==> src/rtl/cfs_pkg.sv <==
package cfs_pkg;

   typedef enum logic [2:0] {
      ST_IDLE,
      ST_ARGC,
      ST_PUSH,
      ST_LINK,
      ST_POP,
      ST_DROP,
      ST_DONE
   } cfs_state_e;

   typedef enum logic [2:0] {
      PTR_HOLD,
      PTR_DOWN,
      PTR_UP,
      PTR_REWIND,
      PTR_LINK
   } cfs_ptr_op_e;

endpackage

==> src/rtl/cfs_stack_regs.sv <==
module cfs_stack_regs
   import cfs_pkg::*;
#(
   parameter int W = 16
) (
   input  logic        clk,
   input  logic        rst_n,
   input  cfs_ptr_op_e op,
   input  logic        fp_load,
   input  logic        fs_load,
   input  logic [W-1:0] load_val,
   output logic [W-1:0] sp,
   output logic [W-1:0] fp,
   output logic [W-1:0] fs
);
   localparam int          STEP = W / 8;
   localparam logic [W-1:0] TOP = ~W'(STEP - 1);

   logic [W-1:0] sp_q, fp_q, fs_q;

   always_ff @(posedge clk or negedge rst_n) begin
      if (!rst_n) begin
         sp_q <= TOP;
         fp_q <= TOP;
         fs_q <= '0;
      end else begin
         case (op)
            PTR_DOWN:   sp_q <= sp_q - W'(STEP);
            PTR_UP:     sp_q <= sp_q + W'(STEP);
            PTR_REWIND: sp_q <= fp_q;
            default:    sp_q <= sp_q;
         endcase

         if (fp_load)
            fp_q <= load_val;
         else if (op == PTR_LINK)
            fp_q <= sp_q;

         if (fs_load)
            fs_q <= load_val;
         else begin
            case (op)
               PTR_DOWN: fs_q <= fs_q + W'(STEP);
               PTR_UP:   fs_q <= fs_q - W'(STEP);
               PTR_LINK: fs_q <= '0;
               default:  fs_q <= fs_q;
            endcase
         end
      end
   end

   assign sp = sp_q;
   assign fp = fp_q;
   assign fs = fs_q;
endmodule

==> src/rtl/cfs_arg_ptr.sv <==
module cfs_arg_ptr #(
   parameter int W = 16
) (
   input  logic [W-1:0] sp,
   input  logic [W-1:0] count,
   output logic [W-1:0] ptr
);
   localparam int STEP = W / 8;

   logic [W-1:0] scaled;

   generate
      if ((STEP & (STEP - 1)) == 0) begin : g_shift
         localparam int SH = $clog2(STEP);
         assign scaled = count << SH;
      end else begin : g_mult
         assign scaled = count * W'(STEP);
      end
   endgenerate

   assign ptr = (count == '0) ? '0 : sp + W'(STEP) + scaled;
endmodule

==> src/rtl/cfs_seq_fsm.sv <==
module cfs_seq_fsm
   import cfs_pkg::*;
#(
   parameter int W      = 16,
   parameter int NSAVE  = 13,
   parameter int PP_IDX = 10,
   parameter int RIDX_W = 4
) (
   input  logic              clk,
   input  logic              rst_n,
   input  logic              call_req,
   input  logic              ret_req,
   input  logic              mem_ready,
   input  logic [W-1:0]      mem_rdata,
   input  logic [W-1:0]      sp,
   input  logic [W-1:0]      fp,
   input  logic [W-1:0]      fs,
   input  logic [W-1:0]      arg_ptr,
   input  logic [W-1:0]      rf_rdata,
   output logic              busy,
   output logic              done,
   output logic              mem_req,
   output logic              mem_we,
   output logic [W-1:0]      mem_addr,
   output logic [W-1:0]      mem_wdata,
   output logic [RIDX_W-1:0] rf_idx,
   output logic              rf_we,
   output logic [W-1:0]      rf_wdata,
   output cfs_ptr_op_e       ptr_op,
   output logic              fp_load,
   output logic              fs_load
);
   localparam int STEP   = W / 8;
   localparam int NPUSH  = NSAVE + 2;
   localparam int NPOP   = NSAVE + 3;
   localparam int SLOT_W = $clog2(NPOP + 1);

   cfs_state_e        state_q, state_d;
   logic [SLOT_W-1:0] slot_q, slot_d;
   logic [W-1:0]      arg_q, arg_d;
   logic [W-1:0]      drop_q, drop_d;

   always_ff @(posedge clk or negedge rst_n) begin
      if (!rst_n) begin
         state_q <= ST_IDLE;
         slot_q  <= '0;
         arg_q   <= '0;
         drop_q  <= '0;
      end else begin
         state_q <= state_d;
         slot_q  <= slot_d;
         arg_q   <= arg_d;
         drop_q  <= drop_d;
      end
   end

   always_comb begin
      state_d   = state_q;
      slot_d    = slot_q;
      arg_d     = arg_q;
      drop_d    = drop_q;
      mem_req   = 1'b0;
      mem_we    = 1'b0;
      mem_addr  = sp + W'(STEP);
      mem_wdata = '0;
      rf_idx    = '0;
      rf_we     = 1'b0;
      rf_wdata  = mem_rdata;
      ptr_op    = PTR_HOLD;
      fp_load   = 1'b0;
      fs_load   = 1'b0;
      done      = 1'b0;

      case (state_q)
         ST_IDLE: begin
            slot_d = '0;
            if (call_req)
               state_d = ST_ARGC;
            else if (ret_req) begin
               ptr_op  = PTR_REWIND;
               state_d = ST_POP;
            end
         end
         ST_ARGC: begin
            mem_req = 1'b1;
            if (mem_ready) begin
               arg_d   = arg_ptr;
               state_d = ST_PUSH;
            end
         end
         ST_PUSH: begin
            mem_req  = 1'b1;
            mem_we   = 1'b1;
            mem_addr = sp;
            rf_idx   = RIDX_W'(slot_q);
            if (slot_q < SLOT_W'(NSAVE))
               mem_wdata = rf_rdata;
            else if (slot_q == SLOT_W'(NSAVE))
               mem_wdata = fp;
            else
               mem_wdata = fs;
            if (mem_ready) begin
               ptr_op = PTR_DOWN;
               if (slot_q == SLOT_W'(NPUSH - 1))
                  state_d = ST_LINK;
               else
                  slot_d = slot_q + 1'b1;
            end
         end
         ST_LINK: begin
            rf_we    = 1'b1;
            rf_idx   = RIDX_W'(PP_IDX);
            rf_wdata = arg_q;
            ptr_op   = PTR_LINK;
            state_d  = ST_DONE;
         end
         ST_POP: begin
            mem_req = 1'b1;
            if (mem_ready) begin
               ptr_op = PTR_UP;
               slot_d = slot_q + 1'b1;
               if (slot_q == '0)
                  fs_load = 1'b1;
               else if (slot_q == SLOT_W'(1))
                  fp_load = 1'b1;
               else if (slot_q < SLOT_W'(NSAVE + 2)) begin
                  rf_we  = 1'b1;
                  rf_idx = RIDX_W'(SLOT_W'(NSAVE + 1) - slot_q);
               end else begin
                  drop_d  = mem_rdata;
                  state_d = (mem_rdata == '0) ? ST_DONE : ST_DROP;
               end
            end
         end
         ST_DROP: begin
            mem_req = 1'b1;
            if (mem_ready) begin
               ptr_op = PTR_UP;
               drop_d = drop_q - 1'b1;
               if (drop_q == W'(1))
                  state_d = ST_DONE;
            end
         end
         ST_DONE: begin
            done    = 1'b1;
            state_d = ST_IDLE;
         end
         default: state_d = ST_IDLE;
      endcase
   end

   assign busy = (state_q != ST_IDLE);
endmodule

==> src/rtl/call_frame_seq.sv <==
module call_frame_seq
   import cfs_pkg::*;
#(
   parameter int W       = 16,
   parameter int NUM_GPR = 10,
   localparam int NSAVE  = NUM_GPR + 3,
   localparam int RIDX_W = $clog2(NSAVE)
) (
   input  logic              clk,
   input  logic              rst_n,
   input  logic              call_req,
   input  logic              ret_req,
   output logic              busy,
   output logic              done,
   output logic              mem_req,
   output logic              mem_we,
   output logic [W-1:0]      mem_addr,
   output logic [W-1:0]      mem_wdata,
   input  logic              mem_ready,
   input  logic [W-1:0]      mem_rdata,
   output logic [RIDX_W-1:0] rf_idx,
   output logic              rf_we,
   output logic [W-1:0]      rf_wdata,
   input  logic [W-1:0]      rf_rdata,
   output logic [W-1:0]      sp_o,
   output logic [W-1:0]      fp_o,
   output logic [W-1:0]      fsize_o
);
   generate
      if (W < 16 || (W % 8) != 0) begin : g_bad_width
         $error("call_frame_seq: W must be a multiple of 8 and at least 16");
      end
      if (NUM_GPR < 1) begin : g_bad_gpr
         $error("call_frame_seq: NUM_GPR must be at least 1");
      end
   endgenerate

   cfs_ptr_op_e  ptr_op;
   logic         fp_load, fs_load;
   logic [W-1:0] arg_ptr;

   cfs_stack_regs #(.W(W)) u_regs (
      .clk      (clk),
      .rst_n    (rst_n),
      .op       (ptr_op),
      .fp_load  (fp_load),
      .fs_load  (fs_load),
      .load_val (mem_rdata),
      .sp       (sp_o),
      .fp       (fp_o),
      .fs       (fsize_o)
   );

   cfs_arg_ptr #(.W(W)) u_arg (
      .sp    (sp_o),
      .count (mem_rdata),
      .ptr   (arg_ptr)
   );

   cfs_seq_fsm #(
      .W      (W),
      .NSAVE  (NSAVE),
      .PP_IDX (NUM_GPR),
      .RIDX_W (RIDX_W)
   ) u_fsm (
      .clk       (clk),
      .rst_n     (rst_n),
      .call_req  (call_req),
      .ret_req   (ret_req),
      .mem_ready (mem_ready),
      .mem_rdata (mem_rdata),
      .sp        (sp_o),
      .fp        (fp_o),
      .fs        (fsize_o),
      .arg_ptr   (arg_ptr),
      .rf_rdata  (rf_rdata),
      .busy      (busy),
      .done      (done),
      .mem_req   (mem_req),
      .mem_we    (mem_we),
      .mem_addr  (mem_addr),
      .mem_wdata (mem_wdata),
      .rf_idx    (rf_idx),
      .rf_we     (rf_we),
      .rf_wdata  (rf_wdata),
      .ptr_op    (ptr_op),
      .fp_load   (fp_load),
      .fs_load   (fs_load)
   );
endmodule

==> config.mk <==
export PLATFORM = sky130hd
export DESIGN_NAME = call_frame_seq
export DESIGN_NICKNAME = d
export VERILOG_FILES = /design/src/rtl/cfs_pkg.sv /design/src/rtl/cfs_stack_regs.sv /design/src/rtl/cfs_arg_ptr.sv /design/src/rtl/cfs_seq_fsm.sv /design/src/rtl/call_frame_seq.sv
export SDC_FILE = /design/constraint.sdc
export NUM_CORES = 1
export LEC_CHECK = 0
export ABC_AREA = 1
export BUFFER_PORTS_ARGS = -buffer_cell sky130_fd_sc_hd__buf_2
export CORE_MARGIN = 4
export CORE_UTILIZATION = 30
export DETAILED_ROUTE_END_ITERATION = 12
export SLEW_MARGIN = 20
export SYNTH_ARGS = -nofsm -noshare
export SYNTH_HDL_FRONTEND = slang
export SYNTH_HIERARCHICAL = 1
export SYNTH_SLANG_ARGS = --single-unit
==> constraint.sdc <==
create_clock -name clk -period 4.41 [get_ports clk]
set_clock_uncertainty 0.2 [all_clocks]
set_input_delay 0.882 -clock clk [delete_from_list [all_inputs] [get_ports clk]]
set_output_delay 0.882 -clock clk [all_outputs]
set_load 0.1 [all_outputs]
# Word level (Yosys, flattened, before mapping)
# Cells that the tools add are included.
# word_totals
romBits	0
memories	0
output_inout_bits	105
ram_bits	0
latch_bits	0
ff_bits	88
wordCells	116
in_bits	37
# op_classes
n_addsub	8
n_div	0
n_bitwise	0
reduce_logical	15
magnitude_cmp	2
n_shift	0
n_mul	0
muxes	59
eq_ne	25
# op_table
cell	count
two-way mux 16 bit	14
case mux 16 bit (3 select lines)	2
two-way mux 3 bit	12
adder 16 x 2 -> 16 bit (second input constant)	2
case mux 16 bit (2 select lines)	1
subtractor 16 x 2 -> 16 bit (second input constant)	2
case mux 3 bit (6 select lines)	1
adder 16 bit	1
equality test 16 x 1 -> 1 bit (second input constant)	1
zero test 16 bit	1
two-way mux 4 bit	4
inequality test 2 bit (second input constant)	8
subtractor 16 x 1 -> 16 bit (second input constant)	1
two-way mux 1 bit	15
two-way mux 5 bit	3
case mux 5 bit (3 select lines)	1
equality test 3 x 2 -> 1 bit (second input constant)	4
equality test 3 bit (second input constant)	4
case mux 3 bit (4 select lines)	1
case mux 4 bit (3 select lines)	1
equality test 5 x 4 -> 1 bit (second input constant)	2
< comparator 5 x 4 -> 1 bit (second input constant)	2
AND reduction 10 bit	1
nonzero test 3 bit	3
17 further kinds	22

# Depth between registers and ports, before layout
# Gate-level depths: netlist of the first run.
# depth
word_depth	7
depth_mapped	20
ltp_nobuf	19

# By module
# Netlist of the first run, hierarchy kept.
# modules_own_cells
module	cells_each	n_inst	seq_area_each_um2	area_each_um2
cfs_stack_regs	603	1	1238.7	3955.0
cfs_seq_fsm	572	1	1001.0	3811.2
cfs_arg_ptr	209	1	0.0	1129.8

# Worst setup path after synthesis of the first run
# OpenSTA, ideal clock, no wires.
# synth_timing
path_type	input to output
startpoint	input port mem_ready
endpoint	output port rf_idx[1]
path_slack_ns	-0.052
required_ns	3.328
path_buffers	0
arrival_ns	3.380
path_stages	4
path_cell_list	inv_1 -> nor2_1 -> nand4_1 -> o21ai_0
# synth_via
elab_chain_len	2
# synth_rtl
item	line	rtl
start, declared	call_frame_seq.sv:19	input logic mem_ready,
two-way mux 4 bit	cfs_seq_fsm.sv:119	if (mem_ready) begin
case mux 4 bit (3 select lines)	cfs_seq_fsm.sv:74	case (state_q)
end, declared	call_frame_seq.sv:21	output logic [RIDX_W-1:0] rf_idx,
# No other way between the ends.

# Worst setup path in the final report of the first run
# layout_timing
startpoint	register u_fsm.state_q[1]
endpoint	register u_regs.fs_q[6] (netlist: u_regs/fs[6])
# layout_via
elab_chain_len	6
elab_cells_between_ends	14
cone_classes	eq/ne: 7; mux: 4; reduce/logical: 3
# layout_rtl
item	line	rtl
start, declared	cfs_seq_fsm.sv:38	cfs_state_e state_q, state_d;
start signal, assigned	cfs_seq_fsm.sv:50	state_q <= state_d;
equality test 3 bit	cfs_seq_fsm.sv:74	
OR reduction 2 bit (no source line)	-	
case mux 3 bit (4 select lines) *	cfs_seq_fsm.sv:74	
via ptr_op[1]	call_frame_seq.sv:38	cfs_ptr_op_e ptr_op;
equality test 3 bit, or another cell as far along	cfs_stack_regs.sv:42	case (op)
case mux 16 bit (3 select lines)	cfs_stack_regs.sv:42	
two-way mux 16 bit	cfs_stack_regs.sv:39	if (fs_load)
end signal, assigned	cfs_stack_regs.sv:40	fs_q <= load_val;
end signal, assigned	cfs_stack_regs.sv:43	PTR_DOWN: fs_q <= fs_q + W'(STEP);
end signal, assigned	cfs_stack_regs.sv:44	PTR_UP: fs_q <= fs_q - W'(STEP);
end, declared	cfs_stack_regs.sv:19	logic [W-1:0] sp_q, fp_q, fs_q;
# Mark *: on every way through the listed nets, which the timed path passes. The rest lies on a longest branch.
# A chain may end at the register's enable or synchronous reset.

==> results of run 1 <==
[cells by family after synthesis]
kind of cell,Yosys count,share of synthesized area (%)
XOR/XNOR,22,2.17
AO/OA/AOI/OAI,205,12.9
flip-flops,88,25.2
multiplexers,16,2.03
adder cells (fa/ha/maj),63,9.11
AND/OR/NAND/NOR,747,36.8
buffers and inverters,243,11.7
[cells in the mapped netlist, drive strengths merged]
| master | number |
|---|---|
| o21ai | 83 |
| a31oi | 26 |
| a22oi | 2 |
| dfstp | 30 |
| ha | 60 |
| nor2 | 159 |
| xor2 | 17 |
| o211ai | 8 |
| nand2 | 435 |
| a211oi | 1 |
| dfrtp | 58 |
| xnor2 | 5 |
| a21oi | 80 |
| a22o | 1 |
| nand3b | 4 |
| nand3 | 112 |
| and2 | 3 |
| fa | 3 |
| clkinv | 3 |
| inv | 201 |
| buf | 27 |
| clkbuf | 12 |
| nor4 | 1 |
| o22ai | 4 |
| or2 | 8 |
| nand4 | 15 |
| mux2 | 16 |
| nor3 | 10 |
[worst paths after layout]
check	start	to	slack (ns)
max	u_fsm/state_q[1]	u_regs/fs[6]	0.47
min	u_fsm/arg_q[12]	u_fsm/arg_q[12]	0.31
max reg2reg	u_fsm/state_q[1]	u_regs/fs[6]	0.47
min reg2reg	u_fsm/arg_q[12]	u_fsm/arg_q[12]	0.31
max in group asynchronous	rst_n	u_regs/sp[10]	2.74
min in group asynchronous	rst_n	u_fsm/slot_q[2]	0.38
[routing by layer]
layer | vias to the layer above | wire length (µm)
met1 | 4192 | 14600
li1 | 4696 | -
met2 | 265 | 14500
met4 | 0 | 1080
met3 | 43 | 1780
met5 | - | 0
[registers in the layout, indices dropped and copies added (netlist names)]
name / cells
u_fsm/state_q: 3
u_fsm/drop_q: 16
u_fsm/arg_q: 16
u_fsm/slot_q: 5
u_regs/fs: 16
u_regs/sp: 16
u_regs/fp: 16
[worst max-delay path, stage by stage (launching register included)]
cell	delay [ns]
dfrtp_1	0.50
nor2_4	0.16
inv_1	0.09
nor2_1	0.20
nand2_1	0.13
o21ai_0	0.63
nand3_2	0.15
inv_1	0.46
ha_1	0.40
nand2_1	0.13
inv_1	0.05
nand2_1	0.06
nand3_1	0.18
or2_2	0.32
nand3_1	0.07
a21oi_1	0.08
[layout make-up]
type                            instances  area, µm²  share of cell area (%)
Sequential cell                        88       2240                    21.9
Inverter                              204        777                    7.60
Tap cell                              384        480                    4.70
Clock inverter                          7       95.1                   0.930
Multi-Input combinational cell       1053       5610                    54.9
Timing Repair Buffer                  153        798                    7.81
Clock buffer                            9        225                    2.20
[metrics by stage]
| step | hold WS [ns] | util (%) |
|---|---|---|
| global placement | 0.289 | 34.1 |
| floorplan | 0.280 | - |
| detailed placement | 0.293 | 34.1 |
| finish | 0.313 | 35.3 |
| global route | 0.330 | 35.3 |
| CTS | 0.315 | 35.3 |
[cells in the final DEF, fill, tap and decap left out, drive strengths merged]
cell type / count
clkinv: 6
or2: 8
clkinvlp: 1
xnor2: 5
dfrtp: 58
nand3: 112
nor3: 10
dfstp: 30
ha: 60
a211oi: 1
nand3b: 4
bufinv: 2
inv: 202
and2: 3
a31oi: 26
nor2: 159
nand2: 435
a21oi: 80
buf: 153
clkbuf: 9
mux2: 16
o211ai: 8
nor4: 1
o21ai: 83
o22ai: 4
nand4: 15
a22o: 1
a22oi: 2
fa: 3
xor2: 17
==> results.toml, run 1 <==
[timing]
setup_slack_ns = 0.468
tightest_slew_ns = 0.836
max-slew-margin-rel_pct = 44.2
finalHoldViolations = 0
fin_setup_tns_ns = 0
fmaxAchievable_mhz = 254
period_minus_slack_ns = 3.94
rsz0062_at_grt = "no"
period_share_pct = 89.4
slew_viol_final = 0
setup_viol = 0

[clock_tree]
cts-htree-levels = 3
cts_buffers = 9
cts.hold.buffers_added = 0
clk_latency_ns = 0.36
cts_root_buffer = "clkbuf_16"
clk_pin_slew_worst_paths_ns = 0.08
post_cts_buffers = 0
clk_path_buf_depth = 2
cts_resized = 0
clkSinkCount = 88
cts_tree = "yes"

[worst_setup_path]
worstSetupPathType = "reg2reg"
cp.required_ns = 4.45
cp.arrival_ns = 3.98
start_kind = "flip-flop"
critPathCaptureType = "flip-flop"
cp_max_fo = 14
ff2ff_path_depth = 15

[synthesis]
synth-seq-cells = 88
syn_inst = 1384
yosysWarnings = 6
syn_nets = 1484
yosysTopAreaCell = "nand2_1"
synth_area_leaders = "nand2_1 (17%), dfrtp_1 (16%), dfstp_2 (8.9%)"
ys_seq_area_share_pct = 25.2
synth_top_cell_area_share_pct = 17.5
avgSynthCellArea_um2 = 6.43
ys_types = 49
synth_area_um2 = 8900

[grt]
grt_max_degree = 55
grt_use_met2_pct = 31.1
busiest_layer = "met2"
met3_usage_pct = 2.93
grt_pass1_vias = 8737
antenna_found_initial = 0
use_met1_pct = 25.7
grt_pass1_wl_mm = 50.0
grt-ovfl-total = 0
grt.total_usage_pct = 19.2

[final_layout]
drive_above_1_share_pct = 18.9
fill_cells = 3219
finalNonFillerCells = 1898
antenna_cells = 0
syn_to_final_growth_pct = 15.0
fin_nets = 1609
design_area_um2 = 10200

[worst_hold_path]
whs_path_depth = 1
hold_path_class = "reg2reg"

[routing]
ant_nets = 0
wl_per_cell_um = 16.9
drt_drc_violations_left = 0
vias_per_cell = 4.85
vias = 9196
first_pass_iters = 5
wirelength_mm = 32.0
drt_iter0_drc = 736

[place]
place_area_um2 = 9910
dpl_worst_slack_ns = 0.387
gp_congestion = 0.941
placed_cells = 1882
post-dp-hpwl_mm = 24.5
io_buffers = 141

[die]
core_um2 = 29000
rows = 62
dieArea_um2 = 32500
start_util_pct = 30.7
die_h_um = 180
io_pins = 142
die_w_um = 180

[flow_run]
cap_violations = 0

[run_status]
status = "finished clean"
Power of run 1 is left out: the tool's default activity adds up to more than one toggle a clock period on the data nets, which glitch-free logic cannot reach.
==> run 2: changes to the inputs <==
Settings changed: CTS_BUF_LIST set to sky130_fd_sc_hd__clkbuf_8.
==> run 2 against run 1 <==
  * Fmax decreased by 0.64%
  * Via count is 0.12% higher
  * Critical path depth shrank 8
==> results.toml, run 2 (synthesis results as in run 1) <==
[final_layout]
final_common_cell = "nand2_1"
fin_nets = 1609
fin_util_pct = 34.9
syn_to_final_growth_pct = 13.8
drive_above_1_share_pct = 18.9
antenna_cells = 0
mostFrequentLayoutCells = "nand2_1 (414), inv_1 (192), nor2_1 (144)"

[routing]
wirelength_mm = 32.0
route.met3.wl_mm = 1.81
wl_per_cell_um = 16.8
ant_nets = 0
drt_iter0_drc = 715
top_layer_used = "met4"
vias_per_cell = 4.85
vias = 9207
drt-met1-wl_mm = 14.7
first_pass_iters = 5
drt_drc_violations_left = 0
dr_wl_met2_mm = 14.4

[worst_setup_path]
cp.arrival_ns = 2.89
cpPeakStageDelay_ns = 0.66
path_cells = "inv_4 -> nand3_4 -> buf_4 -> nand3_1 -> nor3_1 -> xor2_1 -> buf_2"
start_kind = "flip-flop"
cp.required_ns = 3.33
critical-path-slowest-cell = "dfrtp_1"
worstSetupPathType = "reg2out"
critPathCaptureType = "primary output"
cp_max_fo = 13

[die]
io_pins = 142
core_um2 = 29000
start_util_pct = 30.7
rows = 62
die_w_um = 180
dieArea_um2 = 32500
die_h_um = 180

[flow_run]
cap_violations = 0

[timing]
slew_viol_final = 0
fmaxAchievable_mhz = 252
fin_setup_tns_ns = 0
period_minus_slack_ns = 3.97
finalHoldViolations = 0
rsz0062_at_grt = "no"
tightest_slew_ns = 0.841
period_share_pct = 90.0
setup_viol = 0
max-slew-margin-rel_pct = 43.9

[grt]
grt_pass1_wl_mm = 49.9
grt_pass1_vias = 8758
antenna_found_initial = 0
grt-ovfl-total = 0
grt_max_degree = 55
grt.total_usage_pct = 19.1

[clock_tree]
cts_tree = "yes"
post_cts_buffers = 0
cts-htree-levels = 3
cts.hold.buffers_added = 0
cts_resized = 0
cts_buffers = 9
cts_root_buffer = "clkbuf_8"
clkSinkCount = 88
clk_path_buf_depth = 2
clk_pin_slew_worst_paths_ns = 0.11
clk_latency_ns = 0.39

[place]
post-dp-hpwl_mm = 24.5
gp_congestion = 0.941
io_buffers = 141

[run_status]
status = "finished clean"

[worst_hold_path]
hold_path_class = "reg2reg"
run 2: cell counts in the layout (fill, tap and decap cells not counted):
Identical to the previous run, type by type.
run 2: area by class of cell:
class / instances / area, µm²
Fill cell: 3235 / 18900
Multi-Input combinational cell: 1053 / 5610
Sequential cell: 88 / 2240
Timing Repair Buffer: 153 / 798
Inverter: 204 / 777
Tap cell: 384 / 480
Clock buffer: 9 / 124
Clock inverter: 7 / 95.1
run 2: worst max-delay path: cells and delay by family, from the launching register on:
kind,cells,cell delay (ns)
simple gates,3,0.74
xor+xnor,1,0.23
flops,1,0.66
buf+inv,3,0.85
run 2: worst paths after layout:
| path | start | endpoint | slack (ns) | cells past startpoint |
|---|---|---|---|---|
| worst max register to register | u_fsm/state_q[1] | u_regs/fs[6] | 0.46 | 15 |
| max in group asynchronous | rst_n | u_regs/sp[10] | 2.78 | 2 |
| worst min register to register | u_fsm/arg_q[6] | u_fsm/arg_q[6] | 0.31 | 1 |
| worst max-delay path | u_fsm/state_q[2] | mem_addr[10] | 0.44 | 7 |
| min in group asynchronous | rst_n | u_fsm/slot_q[0] | 0.35 | 1 |
| worst min-delay path | u_fsm/arg_q[6] | u_fsm/arg_q[6] | 0.31 | 1 |
run 2: per-layer routing:
metal	vias to the layer above	global-route usage, %
li1	4692	-
met1	4181	25.6
met2	282	30.9
met3	52	3.07
met4	0	7.38
met5	-	0
run 2: per-stage QoR:
step                hold WS [ns]  std cells  instance area [µm²]  setup slack (ns)
global placement           0.289       1882                 9910             0.409
finish                     0.314       1898                10100             0.443
CTS                        0.315       1898                10100             0.425
global route               0.337       1898                10100             0.147
floorplan                  0.280       1384                 8900             0.151
detailed placement         0.293       1882                 9910             0.387
Power of run 2 is left out for the same reason.
==> run 3: changes to the inputs <==
Settings changed: PLACE_DENSITY set to 0.54, SLEW_MARGIN 20 to unset.
==> run 3 against run 2 <==
  * Fmax rose by 2.3%
  * Worst hold slack lost 0.0041 ns
  * Register-to-register slack improved by 0.08 ns
  * Sequential cell count unchanged
==> results.toml, run 3 (synthesis results as in run 1) <==
[routing]
wirelength_mm = 31.5
vias_per_cell = 4.90
ant_nets = 0
drt_drc_violations_left = 0
wl_per_cell_um = 16.6
vias = 9302
drt_iter0_drc = 763
first_pass_iters = 5

[place]
post-dp-hpwl_mm = 24.2
gp_congestion = 0.904
io_buffers = 141

[timing]
period_minus_slack_ns = 3.88
fmaxAchievable_mhz = 258
setup_viol = 0
slew_viol_final = 0
rsz0062_at_grt = "no"
max-slew-margin-rel_pct = 32.2
tightest_slew_ns = 1.02
period_share_pct = 88.0
fin_setup_tns_ns = 0
finalHoldViolations = 0

[run_status]
status = "finished clean"

[clock_tree]
clkSinkCount = 88
post_cts_buffers = 0
cts_buffers = 9
clk_path_buf_depth = 2
cts_resized = 0
cts.hold.buffers_added = 0
clk_latency_ns = 0.38
cts_root_buffer = "clkbuf_8"
cts_tree = "yes"
clk_pin_slew_worst_paths_ns = 0.10
cts-htree-levels = 3

[worst_setup_path]
worstSetupPathType = "reg2out"
start_kind = "flip-flop"
cp_max_fo = 9
cp.arrival_ns = 2.80
rrSetupSlack_ns = 0.54
critPathCaptureType = "primary output"
cp.required_ns = 3.33

[flow_run]
cap_violations = 0

[final_layout]
seqCellArea_um2 = 2240
final_common_cell = "nand2_1"
fin_nets = 1609
mostFrequentLayoutCells = "nand2_1 (414), inv_1 (192), nor2_1 (144)"
multiInputGateArea_um2 = 5620
drive_above_1_share_pct = 18.8
syn_to_final_growth_pct = 13.6
fill_cells = 3237
antenna_cells = 0

[grt]
grt_pass1_wl_mm = 49.9
grt_max_degree = 74
antenna_found_initial = 0
grt-ovfl-total = 0
grt.total_usage_pct = 19.0
grt_pass1_vias = 8895

[die]
rows = 62
dieArea_um2 = 32500
core_um2 = 29000
die_h_um = 180
io_pins = 142
start_util_pct = 30.7
die_w_um = 180

[worst_hold_path]
hold_path_class = "reg2reg"
==> run 3: metrics by stage <==
| stage | util [%] | hold WS (ns) | cell area (µm²) | setup slack [ns] | std cells |
|---|---|---|---|---|---|
| 6_report | 34.8 | 0.310 | 10100 | 0.531 | 1898 |
| 5_1_grt | 34.8 | 0.335 | 10100 | 0.153 | 1898 |
| 4_1_cts | 34.8 | 0.315 | 10100 | 0.553 | 1898 |
| 3_5_place_dp | 34.2 | 0.294 | 9910 | 0.472 | 1882 |
| 3_3_place_gp | 34.2 | 0.289 | 9910 | 0.499 | 1882 |
| 2_1_floorplan | - | 0.280 | 8900 | 0.151 | 1384 |
==> run 3: final cells by class <==
type                    count  area share [%]
clock buffers               9            1.23
well taps                 384            4.75
inverters                 204            7.69
clock inverters             7           0.693
flip-flops and latches     88            22.2
repair buffers            153            7.90
multi-input cells        1053            55.6
==> run 3: final timing paths <==
path	start	end	cells past startpoint
setup / recovery	u_fsm/state_q[2]	mem_addr[10]	7
hold / removal	u_fsm/arg_q[8]	u_fsm/arg_q[8]	1
setup reg to reg	u_fsm/state_q[1]	u_regs/fs[6]	15
hold reg to reg	u_fsm/arg_q[8]	u_fsm/arg_q[8]	1
max in group asynchronous	rst_n	u_regs/fp[7]	2
min in group asynchronous	rst_n	u_fsm/slot_q[3]	1
==> run 3: routing by layer <==
metal  share of wire (%)  vias up  routed length [µm]  GRT usage, %
li1                    -     4684                   -             -
met1                  48     4328               15000          26.3
met2                  45      256               14200          31.1
met3                 4.8       34                1530          2.66
met4                 2.5        0                 802          5.38
met5                   0        -                   0             0
==> run 3: critical path, stage by stage (launching register included) <==
cell	delay, ns
dfrtp_1	0.69
inv_4	0.16
nand3_4	0.22
buf_4	0.22
nand3_1	0.08
nor3_1	0.38
xor2_1	0.20
buf_2	0.45
Power of run 3 is left out for the same reason.
